<file path="config.mk">
export PLATFORM = sky130hd
export DESIGN_NAME = rng_periph
export DESIGN_NICKNAME = d
export VERILOG_FILES = /design/src/rtl/rng_pkg.sv /design/src/rtl/rng_lfsr.sv /design/src/rtl/rng_holdbuf.sv /design/src/rtl/rng_ctrl_reg.sv /design/src/rtl/rng_periph.sv
export SDC_FILE = /design/constraint.sdc
export NUM_CORES = 1
export LEC_CHECK = 0
export BUFFER_PORTS_ARGS = -buffer_cell sky130_fd_sc_hd__buf_4
export CAP_MARGIN = 20
export CORE_MARGIN = 2
export CORE_UTILIZATION = 58
export DETAILED_ROUTE_END_ITERATION = 10
export PLACE_DENSITY_LB_ADDON = 0.1
export SLEW_MARGIN = 20
export SYNTH_ARGS = -nofsm -noshare
export SYNTH_HDL_FRONTEND = slang
export SYNTH_HIERARCHICAL = 1
export SYNTH_SLANG_ARGS = --single-unit
export TNS_END_PERCENT = 100
</file>
<file path="constraint.sdc">
create_clock -name clk -period 2.65 [get_ports clk]
set_clock_uncertainty 0.2 [all_clocks]
set_input_delay 0.3975 -clock clk [delete_from_list [all_inputs] [get_ports clk]]
set_output_delay 0.3975 -clock clk [all_outputs]
set_load 0.1 [all_outputs]
</file>
<file path="src/rtl/rng_pkg.sv">
package rng_pkg;
  localparam int unsigned REG_W   = 32;
  localparam int unsigned SEL_W   = 2;
  localparam int unsigned LVL_W   = 8;
  localparam int unsigned LVL_LSB = 8;
  localparam int unsigned EN_BIT  = 0;
  localparam int unsigned SLP_BIT = 4;

  typedef enum logic [SEL_W-1:0] {
    SEL_CTRL = 2'd0,
    SEL_STAT = 2'd1,
    SEL_OUT  = 2'd2,
    SEL_ENT  = 2'd3
  } reg_sel_e;
endpackage

</file>
<file path="src/rtl/rng_lfsr.sv">
module rng_lfsr #(
  parameter int unsigned         W    = 32,
  parameter logic [W-1:0]        POLY = 32'hB4BC_D35C,
  parameter logic [W-1:0]        SEED = 32'h1D87_2B41
) (
  input  logic         clk,
  input  logic         rst_n,
  input  logic         step_i,
  input  logic         mix_i,
  input  logic [W-1:0] mix_data_i,
  output logic [W-1:0] state_o
);
  logic [W-1:0] state_q;
  logic [W-1:0] stepped;
  logic [W-1:0] mixed;

  always_comb begin
    stepped = {1'b0, state_q[W-1:1]} ^ (state_q[0] ? POLY : '0);
    mixed   = state_q ^ mix_data_i;
  end

  always_ff @(posedge clk or negedge rst_n) begin
    if (!rst_n) begin
      state_q <= SEED;
    end else if (mix_i) begin
      state_q <= (mixed == '0) ? SEED : mixed;
    end else if (step_i) begin
      state_q <= stepped;
    end
  end

  assign state_o = state_q;
endmodule

</file>
<file path="src/rtl/rng_holdbuf.sv">
module rng_holdbuf #(
  parameter int unsigned W     = 32,
  parameter int unsigned LVL_W = 8
) (
  input  logic             clk,
  input  logic             rst_n,
  input  logic             load_i,
  input  logic [W-1:0]     word_i,
  input  logic             take_i,
  output logic [W-1:0]     word_o,
  output logic [LVL_W-1:0] level_o
);
  logic         full_q;
  logic [W-1:0] word_q;

  always_ff @(posedge clk or negedge rst_n) begin
    if (!rst_n) begin
      full_q <= 1'b0;
      word_q <= '0;
    end else if (take_i && full_q) begin
      full_q <= 1'b0;
      word_q <= '0;
    end else if (load_i && !full_q) begin
      full_q <= 1'b1;
      word_q <= word_i;
    end
  end

  assign word_o  = word_q;
  assign level_o = LVL_W'(full_q);
endmodule

</file>
<file path="src/rtl/rng_ctrl_reg.sv">
module rng_ctrl_reg (
  input  logic clk,
  input  logic rst_n,
  input  logic wr_i,
  input  logic en_bit_i,
  input  logic slp_bit_i,
  input  logic doze_i,
  output logic en_o,
  output logic slp_o,
  output logic sleeping_o
);
  logic en_q;
  logic slp_q;

  always_ff @(posedge clk or negedge rst_n) begin
    if (!rst_n) begin
      en_q  <= 1'b0;
      slp_q <= 1'b0;
    end else if (wr_i) begin
      en_q  <= en_q | en_bit_i;
      slp_q <= slp_bit_i;
    end
  end

  assign en_o       = en_q;
  assign slp_o      = slp_q;
  assign sleeping_o = slp_q | doze_i;
endmodule

</file>
<file path="src/rtl/rng_periph.sv">
module rng_periph
  import rng_pkg::*;
#(
  parameter logic [REG_W-1:0] POLY = 32'hB4BC_D35C,
  parameter logic [REG_W-1:0] SEED = 32'h1D87_2B41
) (
  input  logic             clk,
  input  logic             rst_n,
  input  logic             doze_i,
  input  logic [SEL_W-1:0] bus_addr,
  input  logic             bus_we,
  input  logic [REG_W-1:0] bus_wdata,
  input  logic             bus_re,
  output logic [REG_W-1:0] bus_rdata
);
  reg_sel_e         sel;
  logic             wr_ctrl;
  logic             wr_ent;
  logic             rd_out;
  logic             en_q;
  logic             slp_q;
  logic             sleeping;
  logic             running;
  logic [REG_W-1:0] gen_state;
  logic [REG_W-1:0] hold_word;
  logic [LVL_W-1:0] level;

  assign sel     = reg_sel_e'(bus_addr);
  assign wr_ctrl = bus_we && (sel == SEL_CTRL);
  assign wr_ent  = bus_we && (sel == SEL_ENT);
  assign rd_out  = bus_re && (sel == SEL_OUT);
  assign running = en_q && !sleeping;

  rng_ctrl_reg u_ctrl (
    .clk        (clk),
    .rst_n      (rst_n),
    .wr_i       (wr_ctrl),
    .en_bit_i   (bus_wdata[EN_BIT]),
    .slp_bit_i  (bus_wdata[SLP_BIT]),
    .doze_i     (doze_i),
    .en_o       (en_q),
    .slp_o      (slp_q),
    .sleeping_o (sleeping)
  );

  rng_lfsr #(
    .W    (REG_W),
    .POLY (POLY),
    .SEED (SEED)
  ) u_lfsr (
    .clk        (clk),
    .rst_n      (rst_n),
    .step_i     (running),
    .mix_i      (wr_ent),
    .mix_data_i (bus_wdata),
    .state_o    (gen_state)
  );

  rng_holdbuf #(
    .W     (REG_W),
    .LVL_W (LVL_W)
  ) u_hold (
    .clk     (clk),
    .rst_n   (rst_n),
    .load_i  (running),
    .word_i  (gen_state),
    .take_i  (rd_out),
    .word_o  (hold_word),
    .level_o (level)
  );

  always_comb begin
    bus_rdata = '0;
    unique case (sel)
      SEL_CTRL: begin
        bus_rdata[EN_BIT]  = en_q;
        bus_rdata[SLP_BIT] = slp_q;
      end
      SEL_STAT: begin
        bus_rdata[LVL_LSB +: LVL_W] = level;
        bus_rdata[SLP_BIT]          = sleeping;
      end
      SEL_OUT:  bus_rdata = (level != '0) ? hold_word : '0;
      SEL_ENT:  bus_rdata = '0;
    endcase
  end
endmodule

</file>
# Word level (Yosys, flattened, before mapping)
# Index checks and enable logic that the tools add are counted.
# totals
latchBits,0
mem_bits_ro,0
output_inout_bits,32
elab_cells,39
n_memories,0
ram_bits,0
regBits,67
# classes
shifts,0
mul,0
n_eq_ne,3
div,0
reduce_logical,12
n_mux,15
addsub,0
bitwise_logic,4
n_lt_le_gt_ge,0
# ops
op,n
32-bit two-way mux,7
32-bit logical NOT,1
31-bit by 32-bit XOR with 32-bit output,1
32-bit XOR,1
16-bit two-way mux,1
8-bit case mux with 2 select lines,1
1-bit logical AND,6
3-bit two-way mux,2
"2-bit equality test, second input constant",2
1-bit case mux with 4 select lines,1
2-bit nonzero test,2
"2-bit by 1-bit equality test with 1-bit output, second input constant",1
1-bit logical NOT,2
2-bit logical NOT,1
1-bit two-way mux,2
1-bit bitwise OR,2
1-bit case mux with 2 select lines,1

# Longest topological paths before layout
# logic_depth
ltp_word,6
depth_mapped,8
depth_no_buf,6

# Modules after synthesis
# The synthesis kept the hierarchy.
# modules_own_cells
mod,seq_area_each_um2,instances,area_each_um2,cells_each
rng_lfsr,818.3,1,2262.2,248
rng_holdbuf,825.8,1,1755.4,121
rng_periph,0.0,1,444.2,55
rng_ctrl_reg,50.0,1,80.1,5

# Worst setup path after synthesis
# Ideal clock, no wire load.
# synth_path
path_type,input-to-output
from,input bus_addr[0]
to,output bus_rdata[10]
path_slack_ps,126
arrival_time_ps,1927
stages,5
required_ps,2053
cell_sequence,inv_1 ha_1 nand2_1 a21oi_1 a22o_1
# synth_via
elab_chain_cells,2
word_cells_on_any_way,3
cone_classes,eq/ne (2); mux (1)
# synth_lines
item,line,text
from (decl),rng_periph.sv:10,"input logic [SEL_W-1:0] bus_addr,"
2-bit equality test / 2-bit by 1-bit equality test with 1-bit output (equally long branches),rng_periph.sv:74,unique case (sel)
8-bit case mux with 2 select lines (*),rng_periph.sv:74,
to (decl),rng_periph.sv:14,output logic [REG_W-1:0] bus_rdata
# Every way passes the cells marked *; elsewhere a longest branch is shown, timed or not.

# Worst setup path after layout
# layout_path
from,register u_hold.full_q
to,output bus_rdata[4]
# layout_via
elab_chain_cells,2
# layout_lines
item,line,text
from (decl),rng_holdbuf.sv:13,logic full_q;
from (signal assigned),rng_holdbuf.sv:18,full_q <= 1'b0;
from (signal assigned),rng_holdbuf.sv:21,full_q <= 1'b0;
from (signal assigned),rng_holdbuf.sv:24,full_q <= 1'b1;
32-bit two-way mux,rng_periph.sv:83,SEL_OUT: bus_rdata = (level != '0) ? hold_word : '0;
1-bit case mux with 4 select lines,rng_periph.sv:74,
# Every way passes these cells.

==> impl_metrics.ini <==
[finish]
multiInputGateArea_mm2 = 0.00261
nets = 535
insertedDiodeCount = 0
fillCellCount = 617
regArea_mm2 = 0.00169
post-route-util_pct = 68.6
layout-drive-gt1-share_pct = 32.7
stdcell_count = 598
syn2layout_area_growth_pct = 15.5

[worst_setup_path]
cp-start-kind = flop
cpMaxStageDelayCell = dfrtp_1
arrival_ns = 1.91
path_class = flop to primary output
crit_path_max_incr_delay_ns = 0.39
r2r_cells = 5
required_ns = 2.05
endpoint_kind = primary output
crit_chain = nor4_2, a21boi_2, buf_4, a221o_1, buf_4
cp_common_cell = buf_4
cp_max_fo = 13

[sta]
rsz0062_at_grt = no
setup_ws_ns = 0.147
max-slew-margin-rel_pct = 42.5
worstMarginPinSlew_ns = 0.863
finalSetupTns_ns = 0
timing.hold.ws_ns = 0.0539
fmax_mhz = 399
setup_viol = 0
slew_viol_final = 0
finalHoldViolations = 0
fin_crit_ns = 2.50
finalCritPeriodShare_pct = 94.5

[synthesis]
synthCells = 429
yosysTopAreaCell = dfrtp_1
synth_top_area_share_pct = 29.2
synth-main-ff-cell = dfrtp_1
synth_top_cells_by_area = dfrtp_1 29%, dfstp_2 8.1%, mux2i_1 7.1%
syn_area_mm2 = 0.00454
synth.avg_cell_area_um2 = 10.6
seq_area_frac_synth_pct = 37.3
synth_commonest_cells = 53 x dfrtp_1, 32 x mux2i_1, 32 x nor2_1
synth-edff-count = 0
synth_cell_type_count = 49
synth-seq-cells = 67
async_flop_share_pct = 100
synth_warnings = 6
synth.most_common_cell = dfrtp_1

[routing]
drcViolationCount = 0
viasPerCell = 5.90
postRouteAntennaNets = 0
wl_per_cell_um = 18.2
wl_um = 10900
drt_iter0_drc = 224
firstDrtPassIters = 4
num_vias = 3527

[placed_design]
port_buffers = 70
place_inst = 581
place_ws_ns = 0.226
place.gp.congestion = 0.839
dp_hpwl_um = 7480

[die]
core_mm2 = 0.00765
start_util_pct = 59.4
fp.dieW_um = 92.5
fp.dieH_um = 92.5
placementRows = 32
ioPinCount = 71
die-area_mm2 = 0.00855

[clock_tree]
cts.clk_slew.worst_paths_ns = 0.07
clk_latency_ns = 0.35
numCtsBuffers = 9
cts_tree = done
clockBufferDepth = 2
clock-sinks = 67
ctsHoldBuffers = 1
cts_setup_buffers = 0
cts_resized = 0
cts_htree_levels = 3
cts-root-buf = clkbuf_8

[power]
power_frac_clock_pct = 13.9
p_int_uw = 2970
p_leak_uw = 0.00217
seqPwrFrac_pct = 40.2
p_sw_uw = 2460
p_comb_share_pct = 45.9
ir_worst_vdd_mv = 0.540
switching_share_pct = 45.3
powerDensity_mw_per_mm2 = 1040

[global_routing]
antenna_found_initial = 0
grt_max_degree = 68
grt_pass1_wl_um = 17400
grt_usage_pct = 26.3
first_global_vias = 3333
grt-ovfl-total = 0

[flow_run]
drv_cap = 0

[status]
outcome = completed

[worst_hold_path]
hold_class = input port to flop
hold_path_depth = 2
## worst paths after layout
path                                    startpoint                  to  slack (ns)
worst min-delay path                 bus_wdata[25]  u_lfsr/state_o[25]        0.05
worst max-delay path                 u_hold/full_q        bus_rdata[4]        0.15
worst max register to register  u_lfsr/state_o[18]   u_lfsr/state_o[8]        0.37
worst min register to register    u_hold/word_o[3]    u_hold/word_o[3]        0.32
min in group asynchronous                    rst_n   u_hold/word_o[11]        0.50
max in group asynchronous                    rst_n   u_lfsr/state_o[1]        1.19
## cells in the final DEF (no fill, tap or decap), types with 10 or more instances in the layout
cell type   n
buf_4      79
dfstp_2    14
a21oi_1    26
nor2_1     32
clkbuf_8   10
and2_1     19
o21ai_0    10
mux2i_1    32
nand2b_1   19
o2bb2ai_2  20
dfrtp_1    53
and2_4     10
o2bb2ai_1  12
xnor2_1    16
xor2_1     30
nand3_1    17
## critical path, delay by kind of cell, from the launching register on
kind | cells | cell delay (ns)
AO/OA/AOI/OAI | 2 | 0.40
buffers and inverters | 2 | 0.42
flip-flops | 1 | 0.39
AND/OR/NAND/NOR | 1 | 0.34
## power by group through the flow
stage / Clock [uW] / Sequential [uW] / Combinational [uW]
2_1_floorplan: 0 / 1990 / 2130
3_3_place_gp: 0 / 2170 / 2410
3_5_place_dp: 0 / 2200 / 2480
4_1_cts: 764 / 2180 / 2500
5_1_grt: 811 / 2260 / 2700
6_report: 754 / 2180 / 2500
## registers in the layout, indices dropped and copies added, names as in the netlist
register / cells
u_ctrl/en_o: 1
u_hold/word_o: 32
u_hold/full_q: 1
u_ctrl/slp_o: 1
u_lfsr/state_o: 32
## cell families after synthesis
family | after synthesis | share of synthesized area, %
AO/OA/AOI/OAI | 120 | 23.5
AND/OR/NAND/NOR | 116 | 15.3
flip-flops | 67 | 37.3
XOR/XNOR | 46 | 8.87
buffers and inverters | 40 | 5.98
multiplexers | 34 | 7.63
adder cells (fa/ha/maj) | 5 | 1.38
other | 1 | 0.0826
## area by class of cell
class	instances	area share [%]
sequential	67	32.3
tap	102	2.43
clock buffer	13	2.84
multi-input combinational	328	49.7
clock inverter	3	0.286
inverter	3	0.215
timing repair buffer	82	12.3
## layer usage
| metal | global-route usage (%) | vias to the layer above | routed length, um |
|---|---|---|---|
| met5 | 0 | - | 0 |
| met4 | 7.34 | 0 | 112 |
| met3 | 5.70 | 9 | 631 |
| met2 | 41.5 | 114 | 5200 |
| met1 | 36.6 | 1725 | 4940 |
| li1 | - | 1679 | - |
## through the flow
step,area [um^2],power (uW)
global route,5250,5770
detailed placement,5070,4680
finish,5250,5440
global placement,5070,4580
CTS,5250,5440
floorplan,4560,4120
(Power assumes the default switching activity.)
